### src/rtl/fsr_pkg.sv
package fsr_pkg;

    typedef enum logic {
        LOCK_OPEN = 1'b0,
        LOCK_HELD = 1'b1
    } lock_state_e;

    localparam int WORD_W    = 64;
    localparam int BIT_SWFLG = 63;
    localparam int BIT_MULTI = 53;
    localparam int BIT_PRIV  = 52;
    localparam int STAT_TOP  = 51;
    localparam int ESYN_W    = 9;
    localparam int MSYN_W    = 4;
    localparam int MSYN_LO   = 16;

    localparam logic [1:0] SEL_STATUS = 2'd0;
    localparam logic [1:0] SEL_ADDR   = 2'd1;
    localparam logic [1:0] SEL_ENABLE = 2'd2;

    localparam int CLS_HW  = 0;
    localparam int CLS_SW  = 1;
    localparam int CLS_UNC = 2;

endpackage

### src/rtl/fsr_beat_filter.sv
module fsr_beat_filter #(
    parameter int              NUM_ERR  = 19,
    parameter int              BEAT_W   = 2,
    parameter logic [NUM_ERR-1:0] ECC_MASK = '0
) (
    input  logic               clk,
    input  logic               rst_n,
    input  logic [NUM_ERR-1:0] ev_valid,
    input  logic               beat_valid,
    input  logic [BEAT_W-1:0]  beat_idx,
    output logic [NUM_ERR-1:0] ev_acc
);

    logic seen_q;
    logic seen_d;
    logic blocked;
    logic ecc_hit;

    always_comb begin
        blocked = beat_valid && (beat_idx != '0) && seen_q;
        ev_acc  = blocked ? (ev_valid & ~ECC_MASK) : ev_valid;
        ecc_hit = beat_valid && (|(ev_acc & ECC_MASK));
        if (beat_valid) begin
            seen_d = ((beat_idx == '0) ? 1'b0 : seen_q) | ecc_hit;
        end else begin
            seen_d = seen_q;
        end
    end

    always_ff @(posedge clk or negedge rst_n) begin
        if (!rst_n) begin
            seen_q <= 1'b0;
        end else begin
            seen_q <= seen_d;
        end
    end


    seen_persist_chk: assert property (@(posedge clk) disable iff (!rst_n)
        (beat_valid && (beat_idx != '0) && seen_q) |=> seen_q);

endmodule

### src/rtl/fsr_prio_pick.sv
module fsr_prio_pick #(
    parameter int                 NUM_ERR   = 19,
    parameter logic [NUM_ERR-1:0] UNC_MASK  = '0,
    parameter logic [NUM_ERR-1:0] SWC_MASK  = '0,
    parameter int                 RANK_W    = 6,
    parameter int                 IDX_W     = 5
) (
    input  logic [NUM_ERR-1:0] hits,
    output logic               cand_valid,
    output logic [IDX_W-1:0]   cand_idx,
    output logic [RANK_W-1:0]  cand_rank
);
    import fsr_pkg::*;

    function automatic logic [RANK_W-1:0] rank_of(input int i);
        int cls;
        if (UNC_MASK[i])      cls = CLS_UNC;
        else if (SWC_MASK[i]) cls = CLS_SW;
        else                  cls = CLS_HW;
        return RANK_W'(cls * NUM_ERR + i);
    endfunction

    always_comb begin
        cand_valid = 1'b0;
        cand_idx   = '0;
        cand_rank  = '0;
        for (int i = 0; i < NUM_ERR; i++) begin
            if (hits[i] && (!cand_valid || (rank_of(i) > cand_rank))) begin
                cand_valid = 1'b1;
                cand_idx   = IDX_W'(i);
                cand_rank  = rank_of(i);
            end
        end
    end

endmodule

### src/rtl/fsr_lock_fsm.sv
module fsr_lock_fsm #(
    parameter int NUM_ERR = 19,
    parameter int ADDR_W  = 40,
    parameter int RANK_W  = 6,
    parameter int IDX_W   = 5
) (
    input  logic                      clk,
    input  logic                      rst_n,
    input  logic                      cand_valid,
    input  logic [IDX_W-1:0]          cand_idx,
    input  logic [RANK_W-1:0]         cand_rank,
    input  logic [NUM_ERR-1:0]        stat_q,
    input  logic [NUM_ERR-1:0]        stat_clr,
    input  logic [NUM_ERR-1:0]        ev_acc,
    input  logic [ADDR_W-1:0]         ev_addr,
    input  logic [fsr_pkg::ESYN_W-1:0] ev_esyn,
    input  logic [fsr_pkg::MSYN_W-1:0] ev_msyn,
    output logic [ADDR_W-1:0]         cap_addr,
    output logic [fsr_pkg::ESYN_W-1:0] cap_esyn,
    output logic [fsr_pkg::MSYN_W-1:0] cap_msyn
);
    import fsr_pkg::*;

    lock_state_e        state_q, state_d;
    logic [IDX_W-1:0]   lock_idx_q;
    logic [RANK_W-1:0]  lock_rank_q;
    logic [ADDR_W-1:0]  cap_addr_q;
    logic [ESYN_W-1:0]  cap_esyn_q;
    logic [MSYN_W-1:0]  cap_msyn_q;
    logic               held_clr;
    logic               take;

    always_comb begin
        held_clr = (state_q == LOCK_HELD) && stat_clr[lock_idx_q] && !ev_acc[lock_idx_q];
        take     = 1'b0;
        state_d  = state_q;
        unique case (state_q)
            LOCK_OPEN: begin
                if (cand_valid) begin
                    take    = 1'b1;
                    state_d = LOCK_HELD;
                end
            end
            LOCK_HELD: begin
                if (cand_valid && (held_clr || (cand_rank > lock_rank_q))) begin
                    take    = 1'b1;
                    state_d = LOCK_HELD;
                end else if (held_clr) begin
                    state_d = LOCK_OPEN;
                end
            end
        endcase
    end

    always_ff @(posedge clk or negedge rst_n) begin
        if (!rst_n) begin
            state_q <= LOCK_OPEN;
        end else begin
            state_q <= state_d;
        end
    end

    always_ff @(posedge clk or negedge rst_n) begin
        if (!rst_n) begin
            lock_idx_q  <= '0;
            lock_rank_q <= '0;
            cap_addr_q  <= '0;
            cap_esyn_q  <= '0;
            cap_msyn_q  <= '0;
        end else if (take) begin
            lock_idx_q  <= cand_idx;
            lock_rank_q <= cand_rank;
            cap_addr_q  <= ev_addr;
            cap_esyn_q  <= ev_esyn;
            cap_msyn_q  <= ev_msyn;
        end
    end

    assign cap_addr = cap_addr_q;
    assign cap_esyn = cap_esyn_q;
    assign cap_msyn = cap_msyn_q;


    held_bit_chk: assert property (@(posedge clk) disable iff (!rst_n)
        (state_q == LOCK_HELD) |-> stat_q[lock_idx_q]);


    hold_stable_chk: assert property (@(posedge clk) disable iff (!rst_n)
        ((state_q == LOCK_HELD) && !cand_valid) |=> $stable(cap_addr_q));

endmodule

### src/rtl/fault_status_reg.sv
module fault_status_reg #(
    parameter int                 NUM_ERR  = 19,
    parameter int                 ADDR_W   = 40,
    parameter int                 BEATS    = 4,
    parameter logic [NUM_ERR-1:0] UNC_MASK = 19'h75D56,
    parameter logic [NUM_ERR-1:0] SWC_MASK = 19'h00200,
    parameter logic [NUM_ERR-1:0] ECC_MASK = 19'h0F3FF,
    localparam int                BEAT_W   = (BEATS > 1) ? $clog2(BEATS) : 1
) (
    input  logic                clk,
    input  logic                rst_n,
    input  logic [NUM_ERR-1:0]  ev_valid,
    input  logic [ADDR_W-1:0]   ev_addr,
    input  logic [8:0]          ev_esyn,
    input  logic [3:0]          ev_msyn,
    input  logic                priv_in,
    input  logic                beat_valid,
    input  logic [BEAT_W-1:0]   beat_idx,
    input  logic                wr_en,
    input  logic [1:0]          wr_sel,
    input  logic [63:0]         wr_data,
    input  logic [1:0]          rd_sel,
    output logic [63:0]         rd_data,
    output logic                irq
);
    import fsr_pkg::*;

    localparam int STAT_LO = STAT_TOP - NUM_ERR + 1;
    localparam int IDX_W   = (NUM_ERR > 1) ? $clog2(NUM_ERR) : 1;
    localparam int RANK_W  = $clog2(3 * NUM_ERR);
    localparam logic [NUM_ERR-1:0] SERIOUS = UNC_MASK | SWC_MASK;

    logic [NUM_ERR-1:0] ev_acc;
    logic               cand_valid;
    logic [IDX_W-1:0]   cand_idx;
    logic [RANK_W-1:0]  cand_rank;
    logic [ADDR_W-1:0]  cap_addr;
    logic [ESYN_W-1:0]  cap_esyn;
    logic [MSYN_W-1:0]  cap_msyn;

    logic [NUM_ERR-1:0] stat_q, stat_d, stat_clr;
    logic [NUM_ERR-1:0] en_q;
    logic               multi_q, multi_d;
    logic               priv_q, priv_d;
    logic               swflg_q, swflg_d;
    logic               wr_status;
    logic               any_acc;
    logic [63:0]        status_word;
    logic               unused_wr;

    fsr_beat_filter #(
        .NUM_ERR (NUM_ERR),
        .BEAT_W  (BEAT_W),
        .ECC_MASK(ECC_MASK)
    ) u_filter (
        .clk       (clk),
        .rst_n     (rst_n),
        .ev_valid  (ev_valid),
        .beat_valid(beat_valid),
        .beat_idx  (beat_idx),
        .ev_acc    (ev_acc)
    );

    fsr_prio_pick #(
        .NUM_ERR (NUM_ERR),
        .UNC_MASK(UNC_MASK),
        .SWC_MASK(SWC_MASK),
        .RANK_W  (RANK_W),
        .IDX_W   (IDX_W)
    ) u_pick (
        .hits      (ev_acc),
        .cand_valid(cand_valid),
        .cand_idx  (cand_idx),
        .cand_rank (cand_rank)
    );

    fsr_lock_fsm #(
        .NUM_ERR(NUM_ERR),
        .ADDR_W (ADDR_W),
        .RANK_W (RANK_W),
        .IDX_W  (IDX_W)
    ) u_lock (
        .clk       (clk),
        .rst_n     (rst_n),
        .cand_valid(cand_valid),
        .cand_idx  (cand_idx),
        .cand_rank (cand_rank),
        .stat_q    (stat_q),
        .stat_clr  (stat_clr),
        .ev_acc    (ev_acc),
        .ev_addr   (ev_addr),
        .ev_esyn   (ev_esyn),
        .ev_msyn   (ev_msyn),
        .cap_addr  (cap_addr),
        .cap_esyn  (cap_esyn),
        .cap_msyn  (cap_msyn)
    );

    always_comb begin
        wr_status = wr_en && (wr_sel == SEL_STATUS);
        any_acc   = |ev_acc;
        stat_clr  = wr_status ? wr_data[STAT_TOP:STAT_LO] : '0;
        stat_d    = (stat_q & ~stat_clr) | ev_acc;
        multi_d   = (|(ev_acc & stat_q & SERIOUS)) |
                    (multi_q & ~(wr_status && wr_data[BIT_MULTI]));
        priv_d    = any_acc ? priv_in : (priv_q & ~(wr_status && wr_data[BIT_PRIV]));
        swflg_d   = wr_status ? wr_data[BIT_SWFLG] : swflg_q;
    end

    always_ff @(posedge clk or negedge rst_n) begin
        if (!rst_n) begin
            stat_q  <= '0;
            multi_q <= 1'b0;
            priv_q  <= 1'b0;
            swflg_q <= 1'b0;
            en_q    <= '0;
        end else begin
            stat_q  <= stat_d;
            multi_q <= multi_d;
            priv_q  <= priv_d;
            swflg_q <= swflg_d;
            if (wr_en && (wr_sel == SEL_ENABLE)) begin
                en_q <= wr_data[NUM_ERR-1:0];
            end
        end
    end

    always_comb begin
        status_word                         = '0;
        status_word[BIT_SWFLG]              = swflg_q;
        status_word[BIT_MULTI]              = multi_q;
        status_word[BIT_PRIV]               = priv_q;
        status_word[STAT_TOP:STAT_LO]       = stat_q;
        status_word[MSYN_LO+MSYN_W-1:MSYN_LO] = cap_msyn;
        status_word[ESYN_W-1:0]             = cap_esyn;
    end

    always_comb begin
        unique case (rd_sel)
            SEL_STATUS: rd_data = status_word;
            SEL_ADDR:   rd_data = 64'(cap_addr);
            SEL_ENABLE: rd_data = 64'(en_q);
            default:    rd_data = '0;
        endcase
    end

    assign irq       = |(stat_q & en_q);
    assign unused_wr = ^wr_data;


    sticky_hold_chk: assert property (@(posedge clk) disable iff (!rst_n)
        1'b1 |=> (($past(stat_q) & ~stat_q & ~$past(stat_clr)) == '0));


    multi_cause_chk: assert property (@(posedge clk) disable iff (!rst_n)
        $rose(multi_q) |-> $past(|(ev_acc & SERIOUS)));


    irq_drop_chk: assert property (@(posedge clk) disable iff (!rst_n)
        (wr_status && (&wr_data[STAT_TOP:STAT_LO]) && !any_acc) |=> !irq);


    swflag_hw_chk: assert property (@(posedge clk) disable iff (!rst_n)
        (!wr_status) |=> $stable(swflg_q));

endmodule

### config.mk
export PLATFORM = sky130hd
export DESIGN_NAME = fault_status_reg
export DESIGN_NICKNAME = d
export VERILOG_FILES = /design/src/rtl/fsr_pkg.sv /design/src/rtl/fsr_beat_filter.sv /design/src/rtl/fsr_prio_pick.sv /design/src/rtl/fsr_lock_fsm.sv /design/src/rtl/fault_status_reg.sv
export SDC_FILE = /design/constraint.sdc
export NUM_CORES = 1
export LEC_CHECK = 0
export BUFFER_PORTS_ARGS = -buffer_cell sky130_fd_sc_hd__buf_2
export CAP_MARGIN = 10
export CORE_AREA = 2 2 113 115
export DETAILED_ROUTE_END_ITERATION = 12
export DIE_AREA = 0 0 115 117
export PLACE_DENSITY = 0.8
export SLEW_MARGIN = 0
export SYNTH_ARGS = -nofsm -noshare
export SYNTH_HDL_FRONTEND = slang
export SYNTH_SLANG_ARGS = --single-unit
### constraint.sdc
create_clock -name clk -period 3.9 [get_ports clk]
set_clock_uncertainty 0.2 [all_clocks]
set_input_delay 0.975 -clock clk [delete_from_list [all_inputs] [get_ports clk]]
set_output_delay 0.975 -clock clk [all_outputs]
set_load 0.01 [all_outputs]
==> flow_summary.yaml <==
die:
  die_y_um: 117
  die_area_um2: 13500
  core-area_um2: 12300
  ios: 212
  start_util: 0.498
  die_w_um: 115
  rows: 41
power:
  swShare: 0.318
  power_density_nw_per_um2: 669
  pwr-share-seq: 0.325
  switching_power_mw: 1.75
  p_clk_frac: 0.183
  total_power_mw: 5.50
  internal_power_mw: 3.75
  ir_worst_vdd_mv: 0.302
  power_frac_comb: 0.493
  cellLeakagePower_nw: 4.07
min_path:
  whs_path_depth: 2
  hold_end: "swflg_q"
  hold_class: "reg2reg"
  worstHoldStart: "swflg_q"
routing:
  totalWireLength_um: 18400
  wl_per_cell_um: 19.2
  vias: 5378
  first_pass_iters: 6
  viasPerCell: 5.59
  drtIter0Drc: 548
  met3_wirelength_um: 1280
  drc_errors: 0
  wl_met2_um: 9020
  highest_layer: "met4"
  wl_met1_um: 7660
  detail-route-antenna-nets: 0
cts:
  postCtsHoldBufs: 0
  cts.path.max_buffers: 2
  htree_levels: 3
  cts_root_buf: "clkbuf_16"
  cts_tree: "built"
  cts_num_sinks: 107
  clock_latency_ps: 350
  cts_buffers: 9
  cts.clk_slew.worst_paths_ps: 70
timing:
  relSlewSlack: 0.221
  report.final.setup_viol: 62
  period_share: 1.03
  setup_tns_ps: -2990
  max_freq_mhz: 250
  slew_violations: 0
  rsz0062_at_grt: "yes"
  worstMarginPinSlew_ps: 1170
  hold_viol_final: 0
  setup_slack_ps: -98.2
  min_period_ps: 4000
critical_path:
  path_class: "in2reg"
  rrSetupSlack_ps: 430
  crit_path_end_kind: "register"
  slowest_delay_ps: 580
  worst_setup_path_start_kind: "primary input"
  r2r_cells: 16
  slowest_stage: "or4_4"
  arrival_ps: 4030
  worst_ep_required_time_ps: 3940
  cpMostUsedCell: "buf_4"
  path_max_fanout: 6
  worstPathCellList: "buf_8 -> or4_4 -> buf_4 -> nor2_4 -> nand3_4 -> and3_4 -> a31oi_4 -> buf_4 -> ha_1 -> a21oi_2 -> o21ai_1 -> o21ai_2 -> a31o_4 -> buf_12 -> buf_16 -> mux2_4"
  crit-reg2reg-capture: "u_lock.cap_addr[22]"
  worstReg2RegStart: "u_filter.seen_q"
global_route:
  grt_max_degree: 64
  antenna_found_initial: 0
  grt_pass1_vias: 5370
  grt_first_pass_wirelength_um: 28000
  grtUsageTotal: 0.274
  grt_overflow: 0
job:
  maxCapViolations: 0
finish:
  fin_util: 0.668
  fin_nets: 960
  drive_above_1_share: 0.477
  syn2layout_area_growth_pct: 33.9
  diodes: 0
  final_area_um2: 8220
  fillers: 929
run_status:
  violations: "negative setup slack"
  status: "complete, but fails checks"
synth:
  synth_top_area_share: 0.436
  syn_avg_cell_area_um2: 10.8
  yosysWarnings: 0
  ys_async_sr_fraction: 1.00
  synth_top_flop_cell: "dfrtp_1"
  synth.distinct_cells: 62
  syn-cell-area_um2: 6140
  yosysSeqAreaShare: 0.436
  synthTopCellsByArea: "dfrtp_1 44%, mux2_4 14%, nand2_1 4.8%"
  yosys.area.top_type: "dfrtp_1"
  synth_edf_count: 0
  synth-seq-cells: 107
  synth_cells: 570
place:
  postPlaceCellArea_um2: 7500
  place.gp.congestion: 0.974
  dp_slack_ps: -488
  io_buffers: 179
  hpwl_um: 13900
[area by class of cell]
| class | count | area [µm²] | share of cell area |
|---|---|---|---|
| flip-flops and latches | 107 | 2680 | 0.326 |
| inverters | 18 | 67.6 | 0.00822 |
| clock buffers | 11 | 253 | 0.0307 |
| multi-input cells | 410 | 3270 | 0.398 |
| well taps | 150 | 188 | 0.0228 |
| clock inverters | 5 | 82.6 | 0.0100 |
| repair buffers | 261 | 1680 | 0.204 |
[worst max-delay path: cells and delay by family]
family | cells | cell delay (ps)
simple gates | 4 | 1070
fa+ha+maj | 1 | 240
compound gates | 5 | 770
buf+inv | 5 | 670
mux | 1 | 300
[synth_stat cells, types with 2 or more instances]
library cell / instances
ha_1: 6
a2111oi_0: 2
nand2b_1: 3
or3_1: 2
buf_4: 11
o311ai_0: 2
dfrtp_1: 107
mux2_2: 23
buf_1: 3
nor3b_1: 3
o211ai_1: 2
nor3_1: 4
nor2_1: 28
buf_6: 4
a21oi_1: 14
nor4_1: 4
inv_1: 18
buf_12: 6
a311oi_1: 3
a31oi_1: 8
mux2_4: 58
clkbuf_1: 18
o31ai_1: 2
nor2b_1: 3
a22oi_1: 11
and2_1: 28
a22o_1: 9
or2_2: 2
mux2i_1: 22
o21a_1: 2
o21ai_0: 30
nand4_1: 4
nand2_1: 78
nor4b_1: 2
o21bai_1: 2
nand3_1: 13
a21o_1: 7
a222oi_1: 2
[registers in the layout, indices dropped and copies added (netlist names)]
name and cells:
u_lock.lock_rank_q 6, priv_q 1, swflg_q 1, u_lock.state_q 1, stat_q 19, u_filter.seen_q 1
u_lock.cap_esyn 9, u_lock.lock_idx_q 5, multi_q 1, en_q 19, u_lock.cap_msyn 4, u_lock.cap_addr 40
[how the worst max path moves through the flow]
stage,start,to,slack [ps],cells past startpoint
after floorplan,ev_valid[2],u_lock.cap_addr[0],-80,15
after global placement,ev_valid[6],u_lock.lock_idx_q[3],-490,13
after detailed placement,ev_valid[6],u_lock.lock_idx_q[3],-490,13
after CTS,ev_valid[6],u_lock.lock_idx_q[3],-30,14
after global routing,ev_valid[2],u_lock.cap_addr[22],-210,17
final,ev_valid[2],u_lock.cap_addr[22],-100,16
[power groups by stage]
stage / clock network (mW) / registers (mW) / logic [mW]
floorplan: 0 / 1.69 / 2.05
global placement: 0 / 1.76 / 2.32
detailed placement: 0 / 1.78 / 2.37
CTS: 1.02 / 1.77 / 2.60
global route: 1.08 / 1.82 / 2.87
finish: 1.00 / 1.79 / 2.71
[what timing repair did]
action,CTS,global route
gates cloned,2,1
setup endpoints to repair,62,62
pin swaps,2,13
resized for setup,17,12
buffers inserted,14,7
[cells in the final DEF (no fill, tap or decap), types with 3 or more instances in the layout]
cell,count
a21o_1,7
conb_1,9
nand2_1,76
a22o_1,9
mux2_2,21
nand4_1,4
ha_1,4
a31oi_1,6
buf_12,7
clkbuf_16,10
buf_4,72
nor2_1,27
nor3_1,4
dfrtp_1,107
a22oi_1,11
o21ai_0,26
nand3_1,10
o21ai_1,3
inv_1,17
nand2b_1,3
and2_1,28
buf_2,176
a311oi_1,3
mux2i_1,22
mux2_4,60
nor2b_1,3
a21oi_1,12
[routing by layer]
layer | up-vias | GRT usage
met5 | - | 0
met4 | 0 | 0.0876
met3 | 37 | 0.0613
met2 | 228 | 0.461
met1 | 2619 | 0.354
li1 | 2494 | -
[metrics by stage]
stage	hold WS, ps	std cells
after floorplan	237	578
after global placement	253	924
after detailed placement	262	924
after CTS	280	955
after global routing	315	962
final	274	962
[cells by family after synthesis]
family / after synthesis / synth area share
other: 1 / 0.000611
multiplexers: 103 / 0.220
adder cells (fa/ha/maj): 6 / 0.0122
AND/OR/NAND/NOR: 183 / 0.144
flip-flops: 107 / 0.436
buffers and inverters: 61 / 0.0650
AO/OA/AOI/OAI: 109 / 0.122
Power figures use the tool's default switching activity.
